===== config.mk =====
export PLATFORM = sky130hd
export DESIGN_NAME = i2c_fifo_regslave
export DESIGN_NICKNAME = d
export VERILOG_FILES = /design/src/rtl/ifr_pkg.sv /design/src/rtl/ifr_pin_sync.sv /design/src/rtl/ifr_fifo.sv /design/src/rtl/ifr_irq_ctl.sv /design/src/rtl/i2c_fifo_regslave.sv
export SDC_FILE = /design/constraint.sdc
export NUM_CORES = 1
export LEC_CHECK = 0
export ABC_AREA = 0
export BUFFER_PORTS_ARGS = -buffer_cell sky130_fd_sc_hd__buf_2
export CORE_ASPECT_RATIO = 1.1
export CORE_UTILIZATION = 60
export CTS_CLUSTER_SIZE = 25
export DETAILED_ROUTE_END_ITERATION = 10
export PLACE_DENSITY = 0.8
export SLEW_MARGIN = 20
export SYNTH_ARGS = -nofsm -noshare
export SYNTH_HDL_FRONTEND = slang
export SYNTH_HIERARCHICAL = 1
export SYNTH_SLANG_ARGS = --single-unit

===== constraint.sdc =====
create_clock -name clk -period 6.3 [get_ports clk]
set_input_delay 1.26 -clock clk [delete_from_list [all_inputs] [get_ports clk]]
set_output_delay 1.26 -clock clk [all_outputs]
set_load 0.005 [all_outputs]

===== src/rtl/ifr_pkg.sv =====
package ifr_pkg;

    typedef enum logic [2:0] {
        BS_IDLE,
        BS_RECV,
        BS_ACK,
        BS_SEND,
        BS_MACK
    } bus_st_e;

    typedef enum logic [1:0] {
        BK_ADDR,
        BK_SUB,
        BK_DATA
    } byte_kind_e;

    // Register indices
    localparam logic [7:0] RA_RDPTR  = 8'h00;
    localparam logic [7:0] RA_RXPORT = 8'h01;
    localparam logic [7:0] RA_TXPORT = 8'h02;
    localparam logic [7:0] RA_FCTL   = 8'h03;
    localparam logic [7:0] RA_IMASK  = 8'h04;
    localparam logic [7:0] RA_ISTAT  = 8'h05;
    localparam logic [7:0] RA_IDENT  = 8'h7E;

    // Fixed upper part of the 7-bit device address
    localparam logic [3:0] ADDR_HI = 4'b0110;

    localparam int N_EVT = 4;

    // Pointer rewind codes
    localparam logic [2:0] FC_RX_RD = 3'b001;
    localparam logic [2:0] FC_RX_WR = 3'b010;
    localparam logic [2:0] FC_TX_RD = 3'b011;
    localparam logic [2:0] FC_TX_WR = 3'b100;
    localparam logic [2:0] FC_ALL   = 3'b111;

    typedef struct packed {
        logic rx_rd;
        logic rx_wr;
        logic tx_rd;
        logic tx_wr;
    } ptr_clr_t;

endpackage


===== src/rtl/ifr_pin_sync.sv =====
module ifr_pin_sync #(
    parameter int SYNC_LEN = 2
) (
    input  logic clk,
    input  logic rst_n,
    input  logic scl_i,
    input  logic sda_i,
    output logic sda_s,
    output logic scl_rise,
    output logic scl_fall,
    output logic bus_start,
    output logic bus_stop
);

    typedef struct packed {
        logic [SYNC_LEN-1:0] scl_sh;
        logic [SYNC_LEN-1:0] sda_sh;
        logic                scl_prev;
        logic                sda_prev;
    } sync_t;

    sync_t sync_d, sync_q;
    logic  scl_s;

    always_comb begin
        sync_d          = sync_q;
        sync_d.scl_sh   = {sync_q.scl_sh[SYNC_LEN-2:0], scl_i};
        sync_d.sda_sh   = {sync_q.sda_sh[SYNC_LEN-2:0], sda_i};
        sync_d.scl_prev = sync_q.scl_sh[SYNC_LEN-1];
        sync_d.sda_prev = sync_q.sda_sh[SYNC_LEN-1];
    end

    always_ff @(posedge clk or negedge rst_n) begin
        if (!rst_n) sync_q <= '1;
        else        sync_q <= sync_d;
    end

    assign scl_s     = sync_q.scl_sh[SYNC_LEN-1];
    assign sda_s     = sync_q.sda_sh[SYNC_LEN-1];
    assign scl_rise  = scl_s & ~sync_q.scl_prev;
    assign scl_fall  = ~scl_s & sync_q.scl_prev;
    assign bus_start = scl_s & sync_q.scl_prev & ~sda_s & sync_q.sda_prev;
    assign bus_stop  = scl_s & sync_q.scl_prev & sda_s & ~sync_q.sda_prev;

endmodule


===== src/rtl/ifr_fifo.sv =====
module ifr_fifo #(
    parameter int DW    = 8,
    parameter int DEPTH = 8
) (
    input  logic          clk,
    input  logic          rst_n,
    input  logic          push,
    input  logic [DW-1:0] wdata,
    input  logic          pop,
    output logic [DW-1:0] rdata,
    output logic          full,
    output logic          empty,
    input  logic          clr_rd,
    input  logic          clr_wr
);

    localparam int AW = $clog2(DEPTH);
    localparam int PW = AW + 1;

    typedef struct packed {
        logic [PW-1:0] wptr;
        logic [PW-1:0] rptr;
    } ptr_t;

    ptr_t          ptr_d, ptr_q;
    logic [DW-1:0] mem [DEPTH];
    logic [PW-1:0] fill;

    assign fill  = ptr_q.wptr - ptr_q.rptr;
    assign full  = fill[AW];
    assign empty = (fill == '0);
    assign rdata = mem[ptr_q.rptr[AW-1:0]];

    always_comb begin
        ptr_d = ptr_q;
        if (clr_wr)    ptr_d.wptr = '0;
        else if (push) ptr_d.wptr = ptr_q.wptr + 1'b1;
        if (clr_rd)    ptr_d.rptr = '0;
        else if (pop)  ptr_d.rptr = ptr_q.rptr + 1'b1;
    end

    always_ff @(posedge clk or negedge rst_n) begin
        if (!rst_n) ptr_q <= '0;
        else        ptr_q <= ptr_d;
    end

    always_ff @(posedge clk) begin
        if (push) mem[ptr_q.wptr[AW-1:0]] <= wdata;
    end

    // the owner never appends to a full queue
    p_push_not_full_r4: assert property (@(posedge clk) disable iff (!rst_n)
        push |-> !full);

    // the owner never removes from an empty queue
    p_pop_not_empty_r5: assert property (@(posedge clk) disable iff (!rst_n)
        pop |-> !empty);

endmodule


===== src/rtl/ifr_irq_ctl.sv =====
module ifr_irq_ctl #(
    parameter int           N        = 4,
    parameter logic [N-1:0] MASK_RST = 4'b1000
) (
    input  logic         clk,
    input  logic         rst_n,
    input  logic [N-1:0] evt,
    input  logic         mask_we,
    input  logic [N-1:0] mask_wd,
    input  logic         stat_clr,
    output logic [N-1:0] mask_o,
    output logic [N-1:0] stat_o,
    output logic         irq_n
);

    typedef struct packed {
        logic [N-1:0] mask;
        logic [N-1:0] stat;
    } irq_t;

    irq_t irq_d, irq_q;

    always_comb begin
        irq_d      = irq_q;
        irq_d.stat = (irq_q.stat & ~{N{stat_clr}}) | evt;
        if (mask_we) irq_d.mask = mask_wd;
    end

    always_ff @(posedge clk or negedge rst_n) begin
        if (!rst_n) begin
            irq_q.mask <= MASK_RST;
            irq_q.stat <= '0;
        end else begin
            irq_q <= irq_d;
        end
    end

    assign mask_o = irq_q.mask;
    assign stat_o = irq_q.stat;
    assign irq_n  = ~|(irq_q.stat & irq_q.mask);

    // every pulsed event is recorded on the next cycle
    p_event_sets_r8: assert property (@(posedge clk) disable iff (!rst_n)
        (evt != '0) |=> ((stat_o & $past(evt)) == $past(evt)));

    // flags are sticky unless cleared by a status read
    p_flag_sticky_r8: assert property (@(posedge clk) disable iff (!rst_n)
        !stat_clr |=> ((stat_o & $past(stat_o)) == $past(stat_o)));

endmodule


===== src/rtl/i2c_fifo_regslave.sv =====
module i2c_fifo_regslave
    import ifr_pkg::*;
#(
    parameter int         DEPTH     = 8,
    parameter int         SYNC_LEN  = 2,
    parameter logic [7:0] CHIP_ID   = 8'hB1,
    parameter logic [3:0] IMASK_RST = 4'b1000
) (
    input  logic       clk,
    input  logic       rst_n,
    input  logic       scl_i,
    input  logic       sda_i,
    output logic       sda_oe,
    input  logic [2:0] strap_i,
    input  logic [3:0] evt_i,
    output logic       irq_n,
    input  logic       tx_pop_i,
    output logic [7:0] tx_data_o,
    output logic       tx_empty_o,
    input  logic       rx_push_i,
    input  logic [7:0] rx_data_i,
    output logic       rx_full_o
);

    localparam int BITS = 8;
    localparam logic [3:0] LAST_BIT = 4'(BITS);

    typedef struct packed {
        bus_st_e    st;
        byte_kind_e kind;
        logic [3:0] bitcnt;
        logic [7:0] shreg;
        logic       rw;
        logic       nack;
        logic       sda_oe;
        logic [7:0] cursor;
        logic [7:0] rdptr;
        logic [2:0] fctl;
    } core_t;

    core_t core_d, core_q;

    logic       sda_s, scl_rise, scl_fall, bus_start, bus_stop;
    logic       tx_push, tx_full, tx_pop_ok;
    logic       rx_pop, rx_empty, rx_push_ok;
    logic [7:0] rx_head;
    logic       mask_we, stat_clr, do_load, accept;
    logic [3:0] imask, istat;
    logic [7:0] rd_byte;
    logic       addr_hit;
    ptr_clr_t   pclr;

    function automatic logic [7:0] next_cursor(input logic [7:0] c);
        if (c == RA_RXPORT || c == RA_TXPORT) return c;
        return c + 8'd1;
    endfunction

    ifr_pin_sync #(.SYNC_LEN(SYNC_LEN)) u_sync (
        .clk       (clk),
        .rst_n     (rst_n),
        .scl_i     (scl_i),
        .sda_i     (sda_i),
        .sda_s     (sda_s),
        .scl_rise  (scl_rise),
        .scl_fall  (scl_fall),
        .bus_start (bus_start),
        .bus_stop  (bus_stop)
    );

    assign tx_pop_ok  = tx_pop_i & ~tx_empty_o;
    assign rx_push_ok = rx_push_i & ~rx_full_o;

    ifr_fifo #(.DW(8), .DEPTH(DEPTH)) u_txq (
        .clk    (clk),
        .rst_n  (rst_n),
        .push   (tx_push),
        .wdata  (core_q.shreg),
        .pop    (tx_pop_ok),
        .rdata  (tx_data_o),
        .full   (tx_full),
        .empty  (tx_empty_o),
        .clr_rd (pclr.tx_rd),
        .clr_wr (pclr.tx_wr)
    );

    ifr_fifo #(.DW(8), .DEPTH(DEPTH)) u_rxq (
        .clk    (clk),
        .rst_n  (rst_n),
        .push   (rx_push_ok),
        .wdata  (rx_data_i),
        .pop    (rx_pop),
        .rdata  (rx_head),
        .full   (rx_full_o),
        .empty  (rx_empty),
        .clr_rd (pclr.rx_rd),
        .clr_wr (pclr.rx_wr)
    );

    ifr_irq_ctl #(.N(N_EVT), .MASK_RST(IMASK_RST)) u_irq (
        .clk      (clk),
        .rst_n    (rst_n),
        .evt      (evt_i),
        .mask_we  (mask_we),
        .mask_wd  (core_q.shreg[3:0]),
        .stat_clr (stat_clr),
        .mask_o   (imask),
        .stat_o   (istat),
        .irq_n    (irq_n)
    );

    assign addr_hit = (core_q.shreg[7:1] == {ADDR_HI, strap_i});

    // Register read multiplexer, indexed by the running cursor
    always_comb begin
        case (core_q.cursor)
            RA_RDPTR:  rd_byte = core_q.rdptr;
            RA_RXPORT: rd_byte = rx_empty ? 8'h00 : rx_head;
            RA_FCTL:   rd_byte = {5'b0, core_q.fctl};
            RA_IMASK:  rd_byte = {4'b0, imask};
            RA_ISTAT:  rd_byte = {4'b0, istat};
            RA_IDENT:  rd_byte = CHIP_ID;
            default:   rd_byte = 8'h00;
        endcase
    end

    always_comb begin
        core_d   = core_q;
        tx_push  = 1'b0;
        rx_pop   = 1'b0;
        mask_we  = 1'b0;
        stat_clr = 1'b0;
        do_load  = 1'b0;
        accept   = 1'b1;
        pclr     = '0;

        if (bus_stop) begin
            core_d.st     = BS_IDLE;
            core_d.sda_oe = 1'b0;
        end else if (bus_start) begin
            core_d.st     = BS_RECV;
            core_d.kind   = BK_ADDR;
            core_d.bitcnt = '0;
            core_d.sda_oe = 1'b0;
        end else begin
            case (core_q.st)
                BS_RECV: begin
                    if (scl_rise) begin
                        core_d.shreg  = {core_q.shreg[6:0], sda_s};
                        core_d.bitcnt = core_q.bitcnt + 4'd1;
                    end else if (scl_fall && core_q.bitcnt == LAST_BIT) begin
                        core_d.bitcnt = '0;
                        case (core_q.kind)
                            BK_ADDR: begin
                                if (addr_hit) begin
                                    core_d.st     = BS_ACK;
                                    core_d.sda_oe = 1'b1;
                                    core_d.rw     = core_q.shreg[0];
                                    core_d.kind   = BK_SUB;
                                    core_d.cursor = core_q.rdptr;
                                end else begin
                                    core_d.st = BS_IDLE;
                                end
                            end
                            BK_SUB: begin
                                core_d.cursor = core_q.shreg;
                                core_d.kind   = BK_DATA;
                                core_d.st     = BS_ACK;
                                core_d.sda_oe = 1'b1;
                            end
                            default: begin
                                case (core_q.cursor)
                                    RA_RDPTR: core_d.rdptr = core_q.shreg;
                                    RA_TXPORT: begin
                                        if (tx_full) accept  = 1'b0;
                                        else         tx_push = 1'b1;
                                    end
                                    RA_FCTL: begin
                                        core_d.fctl = core_q.shreg[2:0];
                                        case (core_q.shreg[2:0])
                                            FC_RX_RD: pclr.rx_rd = 1'b1;
                                            FC_RX_WR: pclr.rx_wr = 1'b1;
                                            FC_TX_RD: pclr.tx_rd = 1'b1;
                                            FC_TX_WR: pclr.tx_wr = 1'b1;
                                            FC_ALL:   pclr       = '1;
                                            default:  pclr       = '0;
                                        endcase
                                    end
                                    RA_IMASK: mask_we = 1'b1;
                                    default:  ;
                                endcase
                                core_d.st     = BS_ACK;
                                core_d.sda_oe = accept;
                                core_d.cursor = next_cursor(core_q.cursor);
                            end
                        endcase
                    end
                end
                BS_ACK: begin
                    if (scl_fall) begin
                        core_d.sda_oe = 1'b0;
                        if (core_q.rw && core_q.kind == BK_SUB) begin
                            do_load = 1'b1;
                        end else begin
                            core_d.st     = BS_RECV;
                            core_d.bitcnt = '0;
                        end
                    end
                end
                BS_SEND: begin
                    if (scl_fall) begin
                        if (core_q.bitcnt == LAST_BIT) begin
                            core_d.sda_oe = 1'b0;
                            core_d.st     = BS_MACK;
                        end else begin
                            core_d.sda_oe = ~core_q.shreg[6];
                            core_d.shreg  = {core_q.shreg[6:0], 1'b0};
                            core_d.bitcnt = core_q.bitcnt + 4'd1;
                        end
                    end
                end
                BS_MACK: begin
                    if (scl_rise) begin
                        core_d.nack = sda_s;
                    end else if (scl_fall) begin
                        if (core_q.nack) core_d.st = BS_IDLE;
                        else             do_load   = 1'b1;
                    end
                end
                default: ;
            endcase
        end

        // Fetch the next byte to shift out and apply read side effects
        if (do_load) begin
            core_d.st     = BS_SEND;
            core_d.shreg  = rd_byte;
            core_d.sda_oe = ~rd_byte[7];
            core_d.bitcnt = 4'd1;
            core_d.cursor = next_cursor(core_q.cursor);
            if (core_q.cursor == RA_RXPORT && !rx_empty) rx_pop   = 1'b1;
            if (core_q.cursor == RA_ISTAT)               stat_clr = 1'b1;
        end
    end

    always_ff @(posedge clk or negedge rst_n) begin
        if (!rst_n) begin
            core_q        <= '0;
            core_q.st     <= BS_IDLE;
            core_q.kind   <= BK_ADDR;
            core_q.rdptr  <= RA_RDPTR;
        end else begin
            core_q <= core_d;
        end
    end

    assign sda_oe = core_q.sda_oe;

    // a byte for a full transmit queue gets a released acknowledge slot
    p_nack_full_r4: assert property (@(posedge clk) disable iff (!rst_n)
        (core_q.st == BS_RECV && core_q.kind == BK_DATA && core_q.cursor == RA_TXPORT
         && scl_fall && !bus_start && !bus_stop && core_q.bitcnt == LAST_BIT && tx_full)
        |=> !sda_oe);

    // a foreign address never pulls the data line
    p_foreign_addr_r1: assert property (@(posedge clk) disable iff (!rst_n)
        (core_q.st == BS_RECV && core_q.kind == BK_ADDR && scl_fall && !bus_start
         && !bus_stop && core_q.bitcnt == LAST_BIT && !addr_hit)
        |=> (!sda_oe && core_q.st == BS_IDLE));

    // a STOP always returns to idle with the line released
    p_stop_idle_r11: assert property (@(posedge clk) disable iff (!rst_n)
        bus_stop |=> (core_q.st == BS_IDLE && !sda_oe));

    // the read pointer register is untouched while bytes go out
    p_rdptr_kept_r3: assert property (@(posedge clk) disable iff (!rst_n)
        (core_q.st == BS_SEND || core_q.st == BS_MACK) |=> $stable(core_q.rdptr));

endmodule


Word-level counts from Yosys, hierarchy flattened
Memory sizes are Yosys's and may differ from the RTL's.
Index checks and enable logic that the tools add are counted.
{"block": "word_totals", "output_inout_bits": 12, "n_memories": 2, "regBits": 69, "mem_bits_rw": 128}
{"block": "classes", "n_reduce_logical": 39, "n_addsub": 8, "bitwise": 25, "eq_ne": 42, "n_mux": 117}
{"name": "u_rxq.mem", "words": 8, "width": 8, "read_ports": 1, "rd_clocked_by_memory_dff": 0, "write_ports": 1, "line": "ifr_fifo.sv:26", "source": "logic [DW-1:0] mem [DEPTH];"}
{"name": "u_txq.mem", "words": 8, "width": 8, "read_ports": 1, "rd_clocked_by_memory_dff": 0, "write_ports": 1, "line": "ifr_fifo.sv:26"}
{"cell": "$mux W4", "count": 18}
{"cell": "$mux W19", "count": 3}
{"cell": "$mux W1", "count": 55}
{"cell": "$ne A5 B5 Y1 const B", "count": 10}
{"cell": "$mux W8", "count": 6}
{"cell": "$pmux W8 S6", "count": 1}
{"cell": "$mux W20", "count": 2}
{"cell": "$mux W12", "count": 3}
{"cell": "$mux W9", "count": 4}
{"cell": "$mux W3", "count": 11}
{"cell": "$reduce_and A7 Y1", "count": 4}
{"cell": "$reduce_and A6 Y1", "count": 4}
{"cell": "$add A4 B1 Y4 const B", "count": 5}
{"cell": "$pmux W9 S2", "count": 1}
{"cell": "$eq A8 B2 Y1 const B", "count": 2}
{"cell": "$eq A8 B3 Y1 const B", "count": 2}
{"cell": "$ne A4 B4 Y1 const B", "count": 4}
{"cell": "$pmux W8 S2", "count": 1}
{"cell": "$reduce_bool A2 Y1", "count": 8}
{"cell": "$ne A3 B3 Y1 const B", "count": 5}
{"cell": "$mux W14", "count": 1}
{"cell": "$eq A3 B2 Y1 const B", "count": 4}
{"cell": "$not A1 Y1", "count": 12}
{"cell": "$pmux W3 S4", "count": 1}
{"cell": "37 further kinds", "count": 64}

Longest topological paths before layout
{"block": "depth", "word_depth": 17, "ltp_mapped": 14, "mapped_depth_nobuf": 13}

By module
Netlist, hierarchy kept.
{"mod": "ifr_fifo", "area_each_um2": 2984.1, "instances": 2, "cells_per_inst": 169, "seq_area_each_um2": 2122.0}
{"mod": "i2c_fifo_regslave", "area_each_um2": 2919.0, "instances": 1, "cells_per_inst": 330, "seq_area_each_um2": 975.9}
{"mod": "ifr_irq_ctl", "area_each_um2": 304.0, "instances": 1, "cells_per_inst": 19, "seq_area_each_um2": 201.4}
{"mod": "ifr_pin_sync", "area_each_um2": 190.2, "instances": 1, "cells_per_inst": 10, "seq_area_each_um2": 157.7}

Worst setup path before layout
OpenSTA, ideal clock, no wires.
{"block": "synth_path", "path_kind": "register -> register", "from": "reg u_sync/sync_q[0] (netlist bit)", "to": "mem u_txq.mem[2][0], enable pin", "n_path_buf": 0, "slack_ps": 2597, "t_required_ps": 5917, "stages_incl_launch_ff": 8, "arrival_time_ps": 3320, "setup_time_ps": 383, "cell_sequence": "dfstp_2 and4b_1 or4b_4 nor4_4 nand2_1 nor4b_1 nand2_1 nor3_1"}
{"block": "synth_between", "elab_chain_cells": 5, "word_cells_on_any_way": 7, "cone_classes": "4 x mux; 3 x bitwise"}
{"item": "start, declared", "line": "ifr_pin_sync.sv:22", "source": "sync_t sync_d, sync_q;"}
{"item": "start signal, assigned", "line": "ifr_pin_sync.sv:35", "source": "else sync_q <= sync_d;"}
{"item": "$not A1 Y1", "line": "ifr_pin_sync.sv:43", "source": "assign bus_stop = scl_s & sync_q.scl_prev & sda_s & ~sync_q.sda_prev;"}
{"item": "$and A1 B1 Y1", "line": "ifr_pin_sync.sv:43"}
{"item": "named net bus_stop", "line": "i2c_fifo_regslave.sv:43", "source": "logic sda_s, scl_rise, scl_fall, bus_start, bus_stop;"}
{"item": "$mux W1", "line": "i2c_fifo_regslave.sv:136", "source": "if (bus_stop) begin"}
{"item": "named net tx_push", "line": "i2c_fifo_regslave.sv:44", "source": "logic tx_push, tx_full, tx_pop_ok;"}
{"item": "$mux W1", "line": "ifr_fifo.sv:48", "source": "if (push) mem[ptr_q.wptr[AW-1:0]] <= wdata;"}
{"item": "$mux W1 (implied by the code)", "line": "ifr_fifo.sv:48"}
{"item": "end, declared", "line": "ifr_fifo.sv:26"}
The timed path passes the listed nets, and every way through them passes these cells.

Worst setup path in the final report
{"block": "layout_path", "from": "reg u_sync.sync_q, in the netlist u_sync/sda_s", "to": "mem u_txq.mem[7][1], enable pin"}
{"block": "layout_between", "elab_chain_cells": 7, "word_cells_on_any_way": 9, "cone_classes": "4 x mux; 5 x bitwise"}
{"item": "$not A1 Y1", "line": "ifr_pin_sync.sv:42", "source": "assign bus_start = scl_s & sync_q.scl_prev & ~sda_s & sync_q.sda_prev;"}
{"item": "$and A1 B1 Y1 (2 in series)", "line": "ifr_pin_sync.sv:42"}
{"item": "named net bus_start", "line": "i2c_fifo_regslave.sv:43"}
{"item": "$mux W1", "line": "i2c_fifo_regslave.sv:139", "source": "end else if (bus_start) begin"}
{"item": "$mux W1", "line": "i2c_fifo_regslave.sv:136"}
{"item": "named net tx_push", "line": "i2c_fifo_regslave.sv:44"}
{"item": "$mux W1", "line": "ifr_fifo.sv:48"}
{"item": "$mux W1 (implied by the code)", "line": "ifr_fifo.sv:48"}
The timed path passes the listed nets, and every way through them passes these cells.

==> metrics.txt <==
overall die width roughly 120 µm; sequential group share of total power between 50% and 60%; worst endpoint data arrival time between 4000 and 5000 ps; leading cell types by count after synthesis 128 x sky130_fd_sc_hd__edfxtp_1, 80 x sky130_fd_sc_hd__nand2_1, 62 x sky130_fd_sc_hd__dfrtp_1; Routed Antenna Nets 0; final-stage net count 760; run status complete, no violations; number of cells on the worst reg-to-reg path 7; Total Routing Usage GR between 20% and 30%; worst min-delay path class reg2reg; slew margin rel. about a quarter; internal power consumption around 2.5 mW; final instance count without filler cells 929; capture instance of the worst register-to-register path u_txq/mem[7][1]$_DFFE_PP_; final HPWL from detailed placement 13.6 mm; number of flops mapped to enable cells by yosys about 130; number of antenna violations at the first check in global routing 0; number of optimization iterations in the first detailed-route pass 5; setup-violating endpoint count in the final report 0; element type at the critical path end flop; largest stage delay on the critical path roughly 830 ps; Routed WL per cell 21.2 µm; total of flip-flops plus latches after synthesis just under 200; Yosys cell types 80; Synth Net Count 736; crit path setup slack, layout between 1500 and 2000 ps; required time reported for the critical path endpoint 6370 ps; Initial Utilization about three fifths; first-pass GRT wire length ~32 mm; total non-filler cell area in the finished layout just over 10000 µm²; H-tree depth 4; top-area cell type share of the netlist area roughly two fifths; worst hold endpoint u_sync/sda_s$_DFF_PN1_; number of port buffers 32; cell with the most instances after synthesis sky130_fd_sc_hd__edfxtp_1; Worst Min Path Start u_sync/sync_d[3]$_DFF_PN1_; leakage power total slightly below 4 nW; vias in the first global route roughly 6000; total vias in the final route 5904; clock tree from TritonCTS done; leading area contributor after synthesis sky130_fd_sc_hd__edfxtp_1; height of the chip roughly 130 µm; Reg clk slew, reported paths 70 ps; number of buffers inserted during clock tree synthesis 17; maximum number of buffers from clock root to sink 2; clock latency on the worst-skew pair roughly 440 ps; crit path kind reg2reg; clock sinks around 200; worst slew pin tran about 1100 ps; worst setup skew after layout about 10 ps; proportion of power drawn by the clock network 29.0%; area of the die between 15000 and 20000 µm²; number of core rows between 40 and 50; DRC violation count after routing 0; most frequently used flop master after synthesis sky130_fd_sc_hd__edfxtp_1; cell area after synthesis between 9000 and 10000 µm²; CTS Root Buffer Type sky130_fd_sc_hd__clkbuf_16; share of cells above drive strength 1 around 17%; Avg Cell Area, Syn around 13 µm²; via density per instance ~6.4; Critical Path Start Type flop; max capacitance violation total 0; Min-Delay Path Depth 0; Period Utilization, post-route roughly 70%; # Post-CTS Setup Buffers 0; part of the Yosys area used for sequential elements ~59%; maximum number of pins on one net before global-route repair 70; Overflow after GRT 0; count of fill cells added during filler insertion approximately 1100; final weighted congestion in routability-driven placement between 0.8 and 0.9; Top Ports 33; number of cells upsized or downsized after cts 0; P&R area growth vs syn 8.84%; switch share about a third; number of antenna repair diodes 0; cell area reported after detailed placement 9630 µm²; critical path fanouts, max 11; worst reg2reg setup slack roughly 2000 ps; maximum vdd drop between 200 and 250 µV; synthesized netlist cell count 697; most used cell, CP sky130_fd_sc_hd__nand2_1; Post-Place Cells approximately 900; unrepaired setup endpoints after global routing false; total count of hold-check failures in the final report 0; beginning of the worst register-to-register path u_sync/sda_s$_DFF_PN1_; Achievable Freq 232 MHz; final count of pins violating max slew 0; Initial DRC Count around 700; total core area 15200 µm²; accumulated negative setup slack 0 ps; Async SR Flop Fraction between 30% and 40%; synthesis warning total 6; final core area utilization 67.3%; part of the power in combinational logic 20.2%; Power Density roughly 360 nW/µm²; time the worst path needs with I/O delays and setup between 4000 and 5000 ps; Worst path slowest cell sky130_fd_sc_hd__nor4b_1; synth top area cells sky130_fd_sc_hd__edfxtp_1 41%, sky130_fd_sc_hd__dfrtp_1 17%, sky130_fd_sc_hd__mux4_1 4.5%; total wire length ~20 mm; power spent charging and discharging nets 1.16 mW; hold bufs inserted after CTS 0; series of cell instances along the critical path and4b_1, or4b_4, nor4_4, nand2_1, nor4b_1, nand2_1, nor2_1; Setup WS pre-CTS around 1800 ps
## cell families after synthesis
logic type	after synthesis	share of synthesized area [%]
and+or+nand+nor	215	11.5
DFF	197	59.5
AOI/OAI and AO/OA	125	9.26
muxes	65	12.1
buffers and inverters	53	2.83
xor gates and xnor gates	24	2.24
adders and majority gates	18	2.56
## state kept, by name, indices dropped and copies added, names as in the netlist, 2 cells and up
register and flops:
u_irq/stat_o 4, u_sync/sync_d 2, u_irq/mask_o 4, core_q 38, u_txq/mem 64, u_rxq/ptr_q 8
u_sync/sync_q 2, u_rxq/mem 64, u_txq/ptr_q 8
## routing by layer
metal | track usage [%] | up-vias | wire length, µm | part of all wire, %
met1 | 34.9 | 2957 | 8130 | 41
met5 | 0 | - | 0 | 0
met4 | 9.67 | 0 | 342 | 1.7
met2 | 44.3 | 209 | 10200 | 52
li1 | - | 2698 | - | -
met3 | 4.37 | 40 | 1020 | 5.2
## cells in the final DEF, fill, tap and decap left out, types with 5 or more instances in the layout
cell                        Yosys  final
sky130_fd_sc_hd__dfrtp_1       62     62
sky130_fd_sc_hd__and3_1         8      8
sky130_fd_sc_hd__inv_6          0      7
sky130_fd_sc_hd__xor2_1         6      6
sky130_fd_sc_hd__xnor2_1       18     18
sky130_fd_sc_hd__nand3b_1       8      8
sky130_fd_sc_hd__nor3_1         8      6
sky130_fd_sc_hd__dfstp_2        7      7
sky130_fd_sc_hd__a22oi_1       12     12
sky130_fd_sc_hd__mux4_2        16     16
sky130_fd_sc_hd__edfxtp_1     128    128
sky130_fd_sc_hd__mux4_1        16     16
sky130_fd_sc_hd__inv_1         20     20
sky130_fd_sc_hd__mux2_2        21     21
sky130_fd_sc_hd__ha_1          16     16
sky130_fd_sc_hd__a21oi_1       26     26
sky130_fd_sc_hd__nor2b_1        9      9
sky130_fd_sc_hd__clkbuf_16      0     17
sky130_fd_sc_hd__buf_2          9     32
sky130_fd_sc_hd__a32oi_1        5      5
sky130_fd_sc_hd__nand2b_1       7      7
sky130_fd_sc_hd__mux2i_1       10     10
sky130_fd_sc_hd__nand3_1       14     14
sky130_fd_sc_hd__a22o_1         5      5
sky130_fd_sc_hd__o21ai_0       22     22
sky130_fd_sc_hd__nand2_1       80     80
sky130_fd_sc_hd__nor2_1        49     49
sky130_fd_sc_hd__a21o_1        11     11
## through the flow
step / hold slack (ps) / power, mW
after floorplan: 345 / 2.34
after global placement: 352 / 2.56
after detailed placement: 349 / 2.61
after CTS: 355 / 3.66
after global routing: 359 / 3.81
final: 355 / 3.65
## final cells by class
cell class                 instances  area (µm²)  area share, %
multi-input combinational        447        3550           34.7
sequential                       197        5580           54.6
clock buffer                      18         429           4.20
clock inverter                    13         138           1.35
inverter                          22        82.6          0.809
tap                              196         245           2.40
timing repair buffer              36         190           1.86
## worst max-delay path: cells and delay by family (launching register included)
family        cells  cell delay, ps
simple gates      7            3380
flops             1             560
## worst max path at each step
stage | start | endpoint | slack (ps) | cells past startpoint
2_1_floorplan | u_sync/sync_q[0]$_DFF_PN1_ | u_txq/mem[2][0]$_DFFE_PP_ | 2600 | 7
3_3_place_gp | u_sync/sda_s$_DFF_PN1_ | u_txq/mem[2][0]$_DFFE_PP_ | 2040 | 7
3_5_place_dp | u_sync/sda_s$_DFF_PN1_ | u_txq/mem[2][7]$_DFFE_PP_ | 1790 | 7
4_1_cts | u_sync/sda_s$_DFF_PN1_ | u_txq/mem[2][0]$_DFFE_PP_ | 1820 | 7
5_1_grt | u_sync/sda_s$_DFF_PN1_ | u_txq/mem[4][6]$_DFFE_PP_ | 1690 | 7
6_report | u_sync/sda_s$_DFF_PN1_ | u_txq/mem[7][1]$_DFFE_PP_ | 2000 | 7
## power groups by stage
stage,combinational (mW),clock (mW),sequential (mW)
after floorplan,0.658,0,1.69
after global placement,0.701,0,1.86
after detailed placement,0.732,0,1.88
after CTS,0.739,1.07,1.85
after global routing,0.819,1.12,1.88
final,0.738,1.06,1.85
Power figures use the tool's default switching activity.
